## src/rtl/i2c_host_ctrl.sv

```systemverilog
module i2c_host_ctrl #(
  parameter int         OFF_W     = 3,
  parameter logic [7:0] OWN_MASK  = 8'hFE,
  parameter logic [7:0] DIV_MASK  = 8'h3F,
  parameter logic [7:0] CTRL_MASK = 8'hFC
) (
  input  logic             clk,
  input  logic             rst_n,
  input  logic             reg_wr,
  input  logic             reg_rd,
  input  logic [OFF_W-1:0] reg_off,
  input  logic [7:0]       reg_wdata,
  output logic [7:0]       reg_rdata,
  output logic             reg_ready,
  output logic             op_valid,
  output logic [1:0]       op_code,
  output logic [6:0]       op_addr,
  output logic             op_dir,
  output logic [7:0]       op_wbyte,
  input  logic             op_done,
  input  logic             op_nack,
  input  logic [7:0]       op_rbyte,
  output logic             irq
);

  localparam logic [OFF_W-1:0] A_OWN  = OFF_W'(0);
  localparam logic [OFF_W-1:0] A_DIV  = OFF_W'(1);
  localparam logic [OFF_W-1:0] A_CTRL = OFF_W'(2);
  localparam logic [OFF_W-1:0] A_STAT = OFF_W'(3);
  localparam logic [OFF_W-1:0] A_DATA = OFF_W'(4);

  localparam int C_EN = 7, C_IEN = 6, C_MST = 5, C_TX = 4, C_RSTA = 2;
  localparam int S_BB = 5, S_AL = 4, S_IF = 1, S_RXAK = 0;
  localparam logic [7:0] RSTA_BIT = 8'(1 << C_RSTA);

  localparam logic [1:0] OP_START = 2'd0, OP_SEND = 2'd1, OP_RECV = 2'd2, OP_END = 2'd3;

  logic [7:0] own_q, div_q, ctrl_q, stat_q, rd_hold, byte_q;
  logic       act_q, busy_q;
  logic [1:0] code_q;

  wire        stall      = busy_q && (reg_off == A_DATA || reg_off == A_CTRL);
  wire        wr_ok      = reg_wr && !stall;
  wire        rd_ok      = reg_rd && !reg_wr && !stall;
  wire [7:0]  ctrl_new   = reg_wdata & CTRL_MASK;
  wire        soft_rst   = ctrl_q[C_EN] && !reg_wdata[C_EN];
  wire        end_on_ctl = act_q && (!ctrl_new[C_MST] || ctrl_new[C_RSTA]);
  wire        irq_en     = ctrl_q[C_EN] && ctrl_q[C_IEN];

  assign reg_ready = !stall;
  assign op_valid  = busy_q;
  assign op_code   = code_q;
  assign op_addr   = byte_q[7:1];
  assign op_dir    = byte_q[0];
  assign op_wbyte  = byte_q;
  assign irq       = stat_q[S_IF];

  always_comb begin
    case (reg_off)
      A_OWN:   reg_rdata = own_q;
      A_DIV:   reg_rdata = div_q;
      A_CTRL:  reg_rdata = ctrl_q;
      A_STAT:  reg_rdata = stat_q;
      A_DATA:  reg_rdata = rd_hold;
      default: reg_rdata = 8'h00;
    endcase
  end

  always_ff @(posedge clk or negedge rst_n) begin
    if (!rst_n) begin
      own_q   <= '0;
      div_q   <= '0;
      ctrl_q  <= '0;
      stat_q  <= '0;
      rd_hold <= '0;
      byte_q  <= '0;
      act_q   <= 1'b0;
      busy_q  <= 1'b0;
      code_q  <= OP_START;
    end else begin
      if (wr_ok) begin
        case (reg_off)
          A_OWN: own_q <= reg_wdata & OWN_MASK;
          A_DIV: div_q <= reg_wdata & DIV_MASK;
          A_CTRL: begin
            if (soft_rst) begin
              ctrl_q  <= '0;
              div_q   <= '0;
              stat_q  <= '0;
              rd_hold <= '0;
              byte_q  <= '0;
              act_q   <= 1'b0;
              if (act_q) begin
                busy_q <= 1'b1;
                code_q <= OP_END;
              end
            end else begin
              ctrl_q       <= (act_q && ctrl_new[C_RSTA]) ? (ctrl_new & ~RSTA_BIT) : ctrl_new;
              stat_q[S_BB] <= ctrl_new[C_MST];
              if (end_on_ctl) begin
                act_q  <= 1'b0;
                busy_q <= 1'b1;
                code_q <= OP_END;
              end
            end
          end
          A_STAT: begin
            stat_q[S_IF] <= stat_q[S_IF] & reg_wdata[S_IF];
            stat_q[S_AL] <= stat_q[S_AL] & reg_wdata[S_AL];
          end
          A_DATA: begin
            if (ctrl_q[C_EN]) begin
              byte_q <= reg_wdata;
              if (ctrl_q[C_MST]) begin
                busy_q <= 1'b1;
                code_q <= act_q ? OP_SEND : OP_START;
              end
            end
          end
          default: ;
        endcase
      end else if (rd_ok && reg_off == A_DATA && ctrl_q[C_MST]) begin
        if (act_q && !ctrl_q[C_TX]) begin
          busy_q <= 1'b1;
          code_q <= OP_RECV;
        end else begin
          rd_hold <= 8'hFF;
        end
      end

      if (busy_q && op_done) begin
        busy_q <= 1'b0;
        case (code_q)
          OP_START: begin
            stat_q[S_RXAK] <= op_nack;
            if (!op_nack) begin
              act_q <= 1'b1;
              if (irq_en) stat_q[S_IF] <= 1'b1;
            end
          end
          OP_SEND: begin
            stat_q[S_RXAK] <= op_nack;
            if (op_nack) begin
              act_q  <= 1'b0;
              busy_q <= 1'b1;
              code_q <= OP_END;
            end else if (irq_en) begin
              stat_q[S_IF] <= 1'b1;
            end
          end
          OP_RECV: begin
            rd_hold <= op_rbyte;
            if (irq_en) stat_q[S_IF] <= 1'b1;
          end
          default: ;
        endcase
      end
    end
  end

endmodule

```

## config.mk

```make
export PLATFORM = sky130hd
export DESIGN_NAME = i2c_host_ctrl
export DESIGN_NICKNAME = d
export VERILOG_FILES = /design/src/rtl/i2c_host_ctrl.sv
export SDC_FILE = /design/constraint.sdc
export NUM_CORES = 1
export LEC_CHECK = 0
export CAP_MARGIN = 10
export CORE_UTILIZATION = 45
export CTS_BUF_LIST = sky130_fd_sc_hd__clkbuf_8
export DETAILED_ROUTE_END_ITERATION = 8
export DONT_BUFFER_PORTS = 1
export GPL_TIMING_DRIVEN = 0
export MAX_ROUTING_LAYER = met4
export PLACE_DENSITY_LB_ADDON = 0.05
export SLEW_MARGIN = 20
export SYNTH_ARGS = -nofsm -noshare
export SYNTH_HDL_FRONTEND = slang
export SYNTH_SLANG_ARGS = --single-unit
```

## constraint.sdc

```tcl
create_clock -name clk -period 1.7 [get_ports clk]
set_input_delay 0.34 -clock clk [delete_from_list [all_inputs] [get_ports clk]]
set_output_delay 0.34 -clock clk [all_outputs]
set_load 0.1 [all_outputs]
```

# Word-level counts from Yosys, hierarchy flattened
# Index checks and enable logic that the tools add are counted.
# op_classes
add_sub_neg,0
bitwise,2
n_mul,0
muxes,58
eq_ne,13
div_mod_pow,0
reduce_logical,33
n_lt_le_gt_ge,0
n_shift,0
# op_table
operator,count
two-way mux 8 bit,10
one-hot mux 8 bit (5 select lines),1
one-hot mux 8 bit (2 select lines),2
two-way mux 2 bit,13
two-way mux 1 bit,24
logical AND 1 bit,12
!= test 5 x 4 -> 1 bit (second input constant),2
one-hot mux 1 bit (2 select lines),5
!= test 4 x 3 -> 1 bit (second input constant),2
AND reduction 7 bit,1
equality test 3 x 2 -> 1 bit (second input constant),2
AND reduction 3 bit,2
nonzero test 2 bit,3
nonzero test 3 bit,2
zero test 1 bit,5
two-way mux 5 bit,1
!= test 2 bit (second input constant),2
!= test 4 x 1 -> 1 bit (second input constant),1
one-hot mux 2 bit (2 select lines),1
AND reduction 2 bit,2
AND reduction 4 bit,1
equality test 3 x 1 -> 1 bit (second input constant),1
equality test 3 bit (second input constant),1
zero test 3 bit,1
other kinds (7),9
# totals
n_memories,0
wordCells,117
romBits,0
reg_bits,47
latch_bits,0
mem_bits_rw,0

# Logic depth before layout (Yosys ltp)
# Gate-level depths: netlist of the first run.
# logic_depth
word_depth,12
depth_mapped,7
ltp_nobuf,4

# Worst setup path before layout of the first run
# OpenSTA, ideal clock, no wires.
# synth_timing
kind,input to output
startpoint,input reg_off[2]
endpoint,output reg_rdata[0]
t_arrival_ns,3.281
cell_stages,5
required_time_ns,1.360
path_slack_ns,-1.921
path_buffers,2
cell_sequence,buf_2 -> buf_1 -> nor2b_1 -> a22oi_1 -> o21ai_0
# synth_via
elab_chain_cells,2
# synth_rtl
element,line_no,source
"start, declared",11,"input logic [OFF_W-1:0] reg_off,"
"equality test 3 bit, or another cell as far along",59,case (reg_off)
one-hot mux 8 bit (5 select lines) *,59,
"end, declared",13,"output logic [7:0] reg_rdata,"
# Mark *: on every way between the ends. The rest lies on a longest branch, timed or not.

# Worst setup path after layout of the first run
# layout_timing
startpoint,register div_q[1]
endpoint,output reg_rdata[1]
# layout_via
elab_chain_cells,1
# layout_rtl
element,line_no,source
"start, declared",38,"logic [7:0] own_q, div_q, ctrl_q, stat_q, rd_hold, byte_q;"
"start signal, assigned",84,A_DIV: div_q <= reg_wdata & DIV_MASK;
one-hot mux 8 bit (5 select lines),59,
# Every way passes these cells.

==> impl_results.md, run 1 <==
* Status: finished, violations left
* Failing checks: negative setup slack
* Worst Tran Pin Value at 0.761 ns
* Worst path slowest cell: o21ai_4
* Routed WL per cell at 18.7 um
* Syn. warnings at 0
* Worst-Skew Late Latency at 0.29 ns
* Pleak at 1.38 nW
* DR DRC count at 0
* Clock sink total at 42
* Hold Startpoint: op_nack
* 1st-pass router iterations at 4
* Final WS setup at -0.182 ns
* Core box area at 0.00472 mm^2
* Min-delay worst type: input port to register
* Worst path cell trace: mux2i_1 > nor2_1 > a21oi_2 > o21ai_4
* Vias in the first global route at 1960
* Vias at just under 2000
* Starting DRC count in detailed routing at 137
* Antenna violations before repair at 0
* Hold depth at 1
* Die area at between 0.005 and 0.006 mm^2
* Total grt overflow at 0
* Mapped Cells at 234
* Vias per std cell at ~5.7
* Crit start category: register
* Crit. End Element: output port
* Final wirelength at about 6400 um
* Num CTS Buffers at 5
* Worst clock skew at 0.00831 ns
* Pins Over Slew Limit at 0
* Critical Path AT at 1.54 ns
* FP Rows at 25
* Die Wd at around 72 um
* Worst Path Required at approximately 1.4 ns
* WP buf/inv at 0
* Max-Slew Margin vs Limit at 0.505
* CP Class: register to output port
* CTS clk-pin slew, worst paths at 0.08 ns
* N_diodes at 0
* Die height at 72.2 um
* Critical R2R Launch: op_valid
* Endpoints failing hold at 0
* NumNets Final at 299
* Seq/Total Area, Yosys at 0.474
* Port Buffers at 0
* Layout cell share with drive strength beyond 1 at 0.469
* CTS H-tree lvls at 2
* Delay-heaviest family, CP: compound AO/OA/AOI/OAI gates
* Max VDD drop at 0.00153 V
* Total GRT Usage at 0.265
* Worst Reg-to-Reg Cells at 6
* R2R setup slack at -0.16 ns
* CTS tree: yes
* Final instance area at 0.00316 mm^2
* Setup TNS at -4.30 ns
* Syn nets at ~260
* ANT nets after route at 0
* Hold path endpoint: act_q
* Max-cap violations at 0
* Area Overhead vs Synth at 42.7%
* Final GP Congestion at 0.826
* Placed Area at 0.00251 mm^2
* Synth Cell Area at 0.00222 mm^2
* DP Cell Count at 301
* First-pass GRT wire length at about 9900 um
* Largest net degree at the start of global routing at 43
* Unrepaired setup endpoints after global routing: true
* Tmin final at 1.88 ns
* Io pins at 54
* Yosys reg bits at 42
* Initial Util at 0.469
* CTS Buffer Depth at 2
* Setup violations, final at 36
* Cell variety after synth at 40
* Reg2Reg Capture Point: op_wbyte[0]
* CP max stage delay at about 0.59 ns
* Mapped Avg Cell Area at 9.47 um^2
* CTS root buf: clkbuf_8
* Largest fanout on the critical path at 2
* Final HPWL DP at 4200 um
* PwrDens at roughly 1500 mW/mm^2
* Final core occ at 0.670
* Final Non-Filler Cells at 342
* Fmax at 0.531 GHz
* CP Depth at 4
* Final period util at 1.11
==> synthesized netlist by cell type <==
master | number | area share
a2111oi_0 | 1 | 0.0040
a211o_1 | 2 | 0.0079
a21oi_1 | 20 | 0.045
a221o_1 | 1 | 0.0045
a22o_1 | 9 | 0.036
a22oi_1 | 3 | 0.010
a31oi_1 | 1 | 0.0028
and2_1 | 1 | 0.0028
and3_1 | 1 | 0.0028
buf_1 | 2 | 0.0034
buf_2 | 4 | 0.0090
buf_4 | 8 | 0.027
buf_6 | 2 | 0.010
clkbuf_1 | 6 | 0.010
dfrtp_1 | 42 | 0.47
inv_1 | 7 | 0.012
mux2_2 | 9 | 0.046
mux2i_1 | 7 | 0.032
nand2_1 | 33 | 0.056
nand2b_1 | 4 | 0.011
nand3_1 | 4 | 0.0090
nand4b_1 | 2 | 0.0079
nor2_1 | 17 | 0.029
nor2b_1 | 8 | 0.023
nor3_2 | 1 | 0.0045
nor3b_1 | 2 | 0.0068
nor4b_1 | 1 | 0.0040
nor4bb_1 | 1 | 0.0045
o211ai_2 | 1 | 0.0056
o21a_1 | 2 | 0.0068
o21ai_0 | 17 | 0.038
o22ai_1 | 1 | 0.0028
o31ai_1 | 5 | 0.017
o32ai_1 | 1 | 0.0040
o41ai_1 | 3 | 0.012
or3_1 | 1 | 0.0028
or3b_1 | 1 | 0.0040
or3b_2 | 1 | 0.0040
or4_4 | 1 | 0.0051
xor2_1 | 1 | 0.0040
==> what timing repair did <==
action / CTS / global route
pin swaps: 17 / 10
hold buffers: 2 / 0
endpoints found under the hold margin: 42 / 0
setup buffers: 22 / 7
resized for setup: 60 / 25
endpoints found under the setup margin: 49 / 42
cloned: 3 / 0
==> how the worst max path moves through the flow <==
stage	from	endpoint	slack, ns
6_report	div_q[1]	reg_rdata[1]	-0.18
5_1_grt	div_q[1]	reg_rdata[1]	-0.26
4_1_cts	op_valid	op_wbyte[0]	-0.21
3_5_place_dp	op_valid	rd_hold[5]	-0.40
3_3_place_gp	op_valid	rd_hold[2]	-0.29
2_1_floorplan	reg_off[2]	rd_hold[0]	-0.13
==> worst register-to-register path, cell delays in order (launching register included) <==
cell	delay (ns)
dfrtp_4	0.63
clkbuf_16	0.22
nor2b_4	0.22
a21oi_2	0.11
and3_1	0.19
clkbuf_8	0.15
a22o_1	0.23
==> area by class of cell <==
type                    instances  area, um^2
well taps                      67        83.8
plain buffers                  21         253
clock inverters                 2        8.76
flip-flops and latches         42        1090
repair buffers                 33         290
fillers                       376        1560
inverters                       7        26.3
clock buffers                   6        82.6
multi-input cells             164        1330
==> layer usage <==
layer,track usage,vias to the layer above,part of all wire
li1,-,909,-
met1,0.334,968,0.43
met2,0.409,56,0.49
met3,0.0639,14,0.055
met4,0.109,0,0.025
met5,-,-,0
==> cells by family after synthesis <==
| family | count (synthesis) | synth area share |
|---|---|---|
| mux | 16 | 0.0773 |
| xor+xnor | 1 | 0.00395 |
| flops | 42 | 0.474 |
| simple gates | 79 | 0.177 |
| compound gates | 67 | 0.196 |
| buf+inv | 29 | 0.0717 |
==> power by group <==
part	switching (mW)	internal, mW	leakage, nW
logic	1.19	0.625	0.814
registers	1.01	1.34	0.516
clock network	0.338	0.322	0.0524
==> layout by cell type, fill, tap and decap left out, types with 3 or more instances in the layout <==
| cell | instances |
|---|---|
| dfrtp_4 | 10 |
| o21ai_0 | 3 |
| nand2_2 | 8 |
| mux2_2 | 8 |
| o21ai_1 | 3 |
| nand2_1 | 24 |
| a21oi_1 | 15 |
| o31ai_1 | 4 |
| inv_1 | 8 |
| buf_4 | 37 |
| nor2b_1 | 3 |
| buf_12 | 5 |
| clkbuf_8 | 7 |
| nand3_1 | 3 |
| nor2_1 | 15 |
| o21ai_2 | 6 |
| a21oi_2 | 5 |
| a22o_1 | 9 |
| mux2i_1 | 6 |
| nor2b_4 | 5 |
| o21ai_4 | 5 |
| dfrtp_1 | 30 |
| buf_6 | 5 |
| nand2b_1 | 4 |
==> registers in the layout, indices dropped and copies added, names as in the netlist <==
name      count
div_q         6
op_valid      1
act_q         1
op_wbyte      8
stat_q        3
rd_hold       8
own_q         7
ctrl_q        6
op_code       2
==> per-stage QoR <==
stage,worst slack [ns],hold WS (ns),power (mW)
2_1_floorplan,-0.129,0.0444,3.59
3_3_place_gp,-0.291,0.0455,3.76
3_5_place_dp,-0.403,0.0454,3.79
4_1_cts,-0.206,0.120,4.71
5_1_grt,-0.264,0.108,5.02
6_report,-0.182,0.126,4.82
(Power assumes the default switching activity.)
==> run 2, diff against run 1 <==
Settings changed: REMOVE_ABC_BUFFERS from default to 1.
==> impl_results.md, run 2 (synthesis results as in run 1) <==
* Clock sink total at 42 (unchanged)
* Min-delay worst type: input port to register (unchanged)
* CTS tree: yes (unchanged)
* Setup TNS at -1.00 ns (was -4.30 ns)
* N_diodes at 0 (unchanged)
* Most frequent cells in the layout: dfrtp_1, nand2_1, a21oi_1, nor2_1 (was buf_4, dfrtp_1, nand2_1, nor2_1, a21oi_1)
* Total GRT Usage at 0.254 (was 0.265)
* First-pass GRT wire length at 9580 um (was 9890 um)
* 1st-pass router iterations at 6 (was 4)
* NumNets Final at 265 (was 299)
* R2R setup slack at -0.03 ns (was -0.16 ns)
* Die height at 72.2 um (unchanged)
* Final wirelength at 6040 um (was 6400 um)
* Fmax at 0.540 GHz (was 0.531 GHz)
* FP Rows at 25 (unchanged)
* Largest fanout on the critical path at 2 (unchanged)
* Status: finished, violations left (unchanged)
* CP Class: register to output port (unchanged)
* Setup violations, final at 16 (was 36)
* Register area at 0.00107 mm^2 (was 0.00109 mm^2)
* Total grt overflow at 0 (unchanged)
* Port Buffers at 0 (unchanged)
* CTS clk-pin slew, worst paths at 0.08 ns (about the same)
* Vias at 1821 (was 1947)
* Critical Path AT at 1.51 ns (was 1.54 ns)
* Final WS setup at -0.152 ns (was -0.182 ns)
* Worst Path Required at 1.36 ns (about the same)
* Vias in the first global route at 1825 (was 1960)
* Largest net degree at the start of global routing at 43 (unchanged)
* Delay-heaviest family, CP: compound AO/OA/AOI/OAI gates (unchanged)
* Area Overhead vs Synth at 22.8% (was 42.7%)
* DR DRC count at 0 (unchanged)
* Worst-Skew Late Latency at 0.29 ns (about the same)
* Antenna violations before repair at 0 (unchanged)
* Worst Reg-to-Reg Cells at 4 (was 6)
* Worst Tran Pin Value at 0.955 ns (was 0.761 ns)
* Leading cell type in the layout, fill and taps excluded: dfrtp_1 (was buf_4)
* Num CTS Buffers at 5 (unchanged)
* Worst path cell trace: mux2i_1 > nor2_1 > a21oi_1 > o21ai_4 (was mux2i_1 > nor2_1 > a21oi_2 > o21ai_4)
* Final core occ at 0.576 (was 0.670)
* Initial Util at 0.469 (unchanged)
* Tmin final at 1.85 ns (was 1.88 ns)
* Final HPWL DP at 4030 um (was 4200 um)
* Endpoints failing hold at 0 (unchanged)
* Worst clock skew at 0.00836 ns (was 0.00831 ns)
* Crit start category: register (unchanged)
* Unrepaired setup endpoints after global routing: true (unchanged)
* CP Depth at 4 (unchanged)
* Io pins at 54 (unchanged)
* Reg2Reg Capture Point: rd_hold[3] (was op_wbyte[0])
* Critical R2R Launch: op_valid (unchanged)
* PwrDens at 1700 mW/mm^2 (was 1520 mW/mm^2)
* Area of the multi-input gates at 0.00124 mm^2 (was 0.00133 mm^2)
* WP buf/inv at 0 (unchanged)
* Routed WL per cell at 19.6 um (was 18.7 um)
* Core box area at 0.00472 mm^2 (unchanged)
* Failing checks: negative setup slack (unchanged)
* Worst path slowest cell: o21ai_4 (unchanged)
* Crit. End Element: output port (unchanged)
* Max-Slew Margin vs Limit at 0.364 (was 0.505)
* Pins Over Slew Limit at 0 (unchanged)
* Crit. Startpoint: rd_hold[3] (was div_q[1])
* Worst setup path end: reg_rdata[3] (was reg_rdata[1])
* CTS root buf: clkbuf_8 (unchanged)
* Die Wd at 72.2 um (unchanged)
* Vias per std cell at 5.91 (was 5.69)
* Pleak at 1.13 nW (was 1.38 nW)
* Max-cap violations at 0 (unchanged)
* CP max stage delay at 0.58 ns (was 0.59 ns)
* Fillers at 410 (was 376)
* Starting DRC count in detailed routing at 139 (was 137)
* Max VDD drop at 0.00116 V (was 0.00153 V)
* CTS Buffer Depth at 2 (unchanged)
* CTS H-tree lvls at 2 (unchanged)
* Final period util at 1.09 (was 1.11)
* Final GP Congestion at 0.819 (was 0.826)
* Die area at 0.00521 mm^2 (unchanged)
* ANT nets after route at 0 (unchanged)
* Layout cell share with drive strength beyond 1 at 0.299 (was 0.469)
-- run 2: cell types whose count changed in the layout (fill, tap and decap cells not counted), sizes merged --
cell / previous run / this run
clkinv: 1 / 0
clkbuf: 11 / 5
buf: 48 / 19
inv: 8 / 10
-- run 2: power breakdown --
part | switching (mW) | internal [mW]
Clock | 0.321 | 0.274
Combinational | 1.38 | 0.586
Sequential | 0.747 | 1.32
-- run 2: how the worst min path moves through the flow --
| stage | cells after the start | endpoint | startpoint |
|---|---|---|---|
| floorplan | 0 | act_q | rst_n |
| global placement | 0 | op_wbyte[2] | rst_n |
| detailed placement | 0 | op_wbyte[2] | rst_n |
| CTS | 1 | act_q | op_nack |
| global route | 1 | act_q | op_nack |
| finish | 1 | act_q | op_nack |
-- run 2: worst register-to-register path, stage by stage (launching register included) --
cell and delay, ns:
dfrtp_4 0.66, buf_6 0.21, or4_4 0.56, nand2_1 0.10, a21oi_1 0.06
-- run 2: final cells by class --
type | instances | share of cell area
multi-input combinational | 164 | 0.457
sequential | 42 | 0.395
timing repair buffer | 20 | 0.0786
tap | 67 | 0.0308
clock buffer | 5 | 0.0253
inverter | 7 | 0.00965
clock inverter | 3 | 0.00414
-- run 2: metal layers --
| metal | track usage | up-vias | routed length (um) |
|---|---|---|---|
| li1 | - | 833 | - |
| met1 | 0.322 | 921 | 2620 |
| met2 | 0.388 | 49 | 2930 |
| met3 | 0.0667 | 18 | 318 |
| met4 | 0.105 | 0 | 164 |
| met5 | - | - | 0 |
-- run 2: timing repair --
action	4_1_cts	5_1_grt
setup endpoints to repair	46	29
hold endpoints to repair	42	0
pin swaps	8	19
setup buffers	3	1
hold buffers	2	0
gates cloned	1	0
gates resized for setup	41	13
-- run 2: per-stage QoR --
step | setup slack [ns] | power, mW | cells | hold slack, ns | area, um^2
after global placement | -1.66 | 3.51 | 279 | 0.0452 | 2170
after floorplan | -1.46 | 3.35 | 212 | 0.0444 | 2080
after global routing | -0.200 | 4.81 | 308 | 0.121 | 2720
final | -0.152 | 4.62 | 308 | 0.138 | 2720
after detailed placement | -0.724 | 3.86 | 293 | 0.0455 | 2360
after CTS | -0.157 | 4.60 | 307 | 0.128 | 2660
==> run 3, diff against run 2 <==
Settings changed: CORE_UTILIZATION 45 to 59.
==> impl_results.md, run 3 (synthesis results as in run 1) <==
* Final wirelength at 6290 um (was 6040 um)
* Crit start category: register (unchanged)
* Vias in the first global route at 1869 (was 1825)
* First-pass GRT wire length at 9450 um (was 9580 um)
* Critical Path AT at 1.63 ns (was 1.51 ns)
* Port Buffers at 0 (unchanged)
* Total grt overflow at 0 (unchanged)
* Worst Path Required at 1.36 ns (about the same)
* Crit. End Element: output port (unchanged)
* Pre-CTS setup slack at -0.704 ns (was -0.724 ns)
* Max VDD drop at 0.00152 V (was 0.00116 V)
* Routed WL per cell at 21.4 um (was 19.6 um)
* Final GP Congestion at 0.891 (was 0.819)
* Max-Slew Margin vs Limit at 0.509 (was 0.364)
* Fmax at 0.508 GHz (was 0.540 GHz)
* Max-cap violations at 0 (unchanged)
* CTS clk-pin slew, worst paths at 0.08 ns (about the same)
* Largest net degree at the start of global routing at 43 (unchanged)
* Failing checks: negative setup slack (unchanged)
* Area Overhead vs Synth at 29.5% (was 22.8%)
* Hold Startpoint: op_nack (unchanged)
* CP max stage delay at 0.56 ns (was 0.58 ns)
* Most frequent cells in the layout: dfrtp_1, nand2_1, nor2_1, a21oi_1 (was dfrtp_1, nand2_1, a21oi_1, nor2_1)
* Worst Tran Pin Value at 0.757 ns (was 0.955 ns)
* Total GRT Usage at 0.327 (was 0.254)
* 1st-pass router iterations at 4 (was 6)
* Starting DRC count in detailed routing at 187 (was 139)
* Core box area at 0.00347 mm^2 (was 0.00472 mm^2)
* Final period util at 1.16 (was 1.09)
* CTS tree: yes (unchanged)
* CTS Buffer Depth at 2 (unchanged)
* Worst-Skew Late Latency at 0.30 ns (was 0.29 ns)
* PwrDens at 1720 mW/mm^2 (was 1700 mW/mm^2)
* Share of power burned in the clock network at 0.135 (was 0.129)
* Worst path cell trace: mux2i_1 > nor2_1 > a21oi_2 > o21ai_4 (was mux2i_1 > nor2_1 > a21oi_1 > o21ai_4)
* FP Rows at 21 (was 25)
* DR DRC count at 0 (unchanged)
* Tmin final at 1.97 ns (was 1.85 ns)
* Cell-internal power at 2.38 mW (was 2.18 mW)
* Vias at 1929 (was 1821)
* Critical R2R Launch: op_valid (unchanged)
* Final HPWL DP at 3820 um (was 4030 um)
* NetSw at 2.56 mW (was 2.44 mW)
* M3 GR Usage at 0.0616 (was 0.0667)
* Comb pwr share at 0.492 (was 0.424)
* Total power draw at 4.94 mW (was 4.62 mW)
* Die height at 63.3 um (was 72.2 um)
* Endpoints failing hold at 0 (unchanged)
* Met1 usage at 0.420 (was 0.322)
* Leading cell type in the layout, fill and taps excluded: dfrtp_1 (unchanged)
* Placed Area at 0.00237 mm^2 (was 0.00236 mm^2)
* Die area at 0.00401 mm^2 (was 0.00521 mm^2)
* Pins Over Slew Limit at 0 (unchanged)
* Die Wd at 63.3 um (was 72.2 um)
* NumNets Final at 272 (was 265)
* Setup violations, final at 22 (was 16)
* GR Util met2 at 0.503 (was 0.388)
* Antenna violations before repair at 0 (unchanged)
* ANT nets after route at 0 (unchanged)
* Num CTS Buffers at 5 (unchanged)
* Crit. Startpoint: rd_hold[3] (unchanged)
* Final WS setup at -0.267 ns (was -0.152 ns)
* CTS H-tree lvls at 2 (unchanged)
* Min-delay worst type: input port to register (unchanged)
* Sequential share of power at 0.373 (was 0.447)
* Io pins at 54 (unchanged)
* Largest fanout on the critical path at 2 (unchanged)
* N_diodes at 0 (unchanged)
* Worst clock skew at 0.00334 ns (was 0.00836 ns)
* CP Class: register to output port (unchanged)
* Pleak at 1.19 nW (was 1.13 nW)
* Gr busiest metal: met2 (unchanged)
* Worst path slowest cell: o21ai_4 (unchanged)
* Unrepaired setup endpoints after global routing: true (unchanged)
* Status: finished, violations left (unchanged)
* Clock sink total at 42 (unchanged)
* Layout cell share with drive strength beyond 1 at 0.391 (was 0.299)
* Vias per std cell at 6.56 (was 5.91)
* Switch share at 0.518 (was 0.529)
* Initial Util at 0.639 (was 0.469)
* CTS root buf: clkbuf_8 (unchanged)
* Final instance area at 0.00287 mm^2 (was 0.00272 mm^2)
run 3: power by group through the flow:
stage | combinational, mW | clock [mW] | sequential, mW
after floorplan | 0.684 | 0 | 2.67
after global placement | 0.750 | 0 | 2.75
after detailed placement | 2.13 | 0 | 1.81
after CTS | 2.27 | 0.666 | 1.81
after global routing | 2.52 | 0.700 | 1.87
final | 2.43 | 0.668 | 1.84
run 3: worst max-delay path: cells and delay by family, from the launching register on:
family	cells	cell delay (ns)
compound gates	2	0.64
flops	1	0.40
simple gates	1	0.20
mux	1	0.09
run 3: final cells by class:
class	count	area [um^2]
Multi-Input combinational cell	165	1330
Sequential cell	42	1080
Fill cell	205	598
Timing Repair Buffer	26	284
Clock buffer	6	82.6
Tap cell	46	57.6
Inverter	7	26.3
Clock inverter	2	8.76
run 3: worst paths after layout:
kind | endpoint | slack (ns) | depth (start not counted)
worst max-delay path | reg_rdata[3] | -0.27 | 4
worst min-delay path | act_q | 0.12 | 1
worst max register to register | rd_hold[3] | -0.10 | 4
worst min register to register | ctrl_q[2] | 0.50 | 2
max in group asynchronous | op_code[1] | 0.93 | 2
min in group asynchronous | op_code[0] | 0.52 | 2
run 3: what timing repair did:
action / CTS / global route
setup buffers: 5 / 3
endpoints found under the hold margin: 42 / 0
pin swaps: 6 / 24
gates cloned: 1 / 1
setup endpoints to repair: 46 / 37
hold buffers: 2 / 0
gates resized for setup: 39 / 38
run 3: layer usage:
| metal | part of all wire | up-vias | wire length, um |
|---|---|---|---|
| met5 | 0 | - | 0 |
| met4 | 0.025 | 0 | 155 |
| met3 | 0.087 | 14 | 549 |
| met2 | 0.50 | 107 | 3140 |
| met1 | 0.39 | 958 | 2450 |
| li1 | - | 850 | - |
run 3: through the flow:
stage,cells,setup TNS (ns),hold slack (ns),util
CTS,290,-1.22,0.125,0.775
floorplan,212,-20.41,0.0444,-
global placement,258,-28.58,0.0454,0.618
global route,294,-2.62,0.143,0.828
finish,294,-1.79,0.125,0.828
detailed placement,274,-19.62,0.0453,0.684
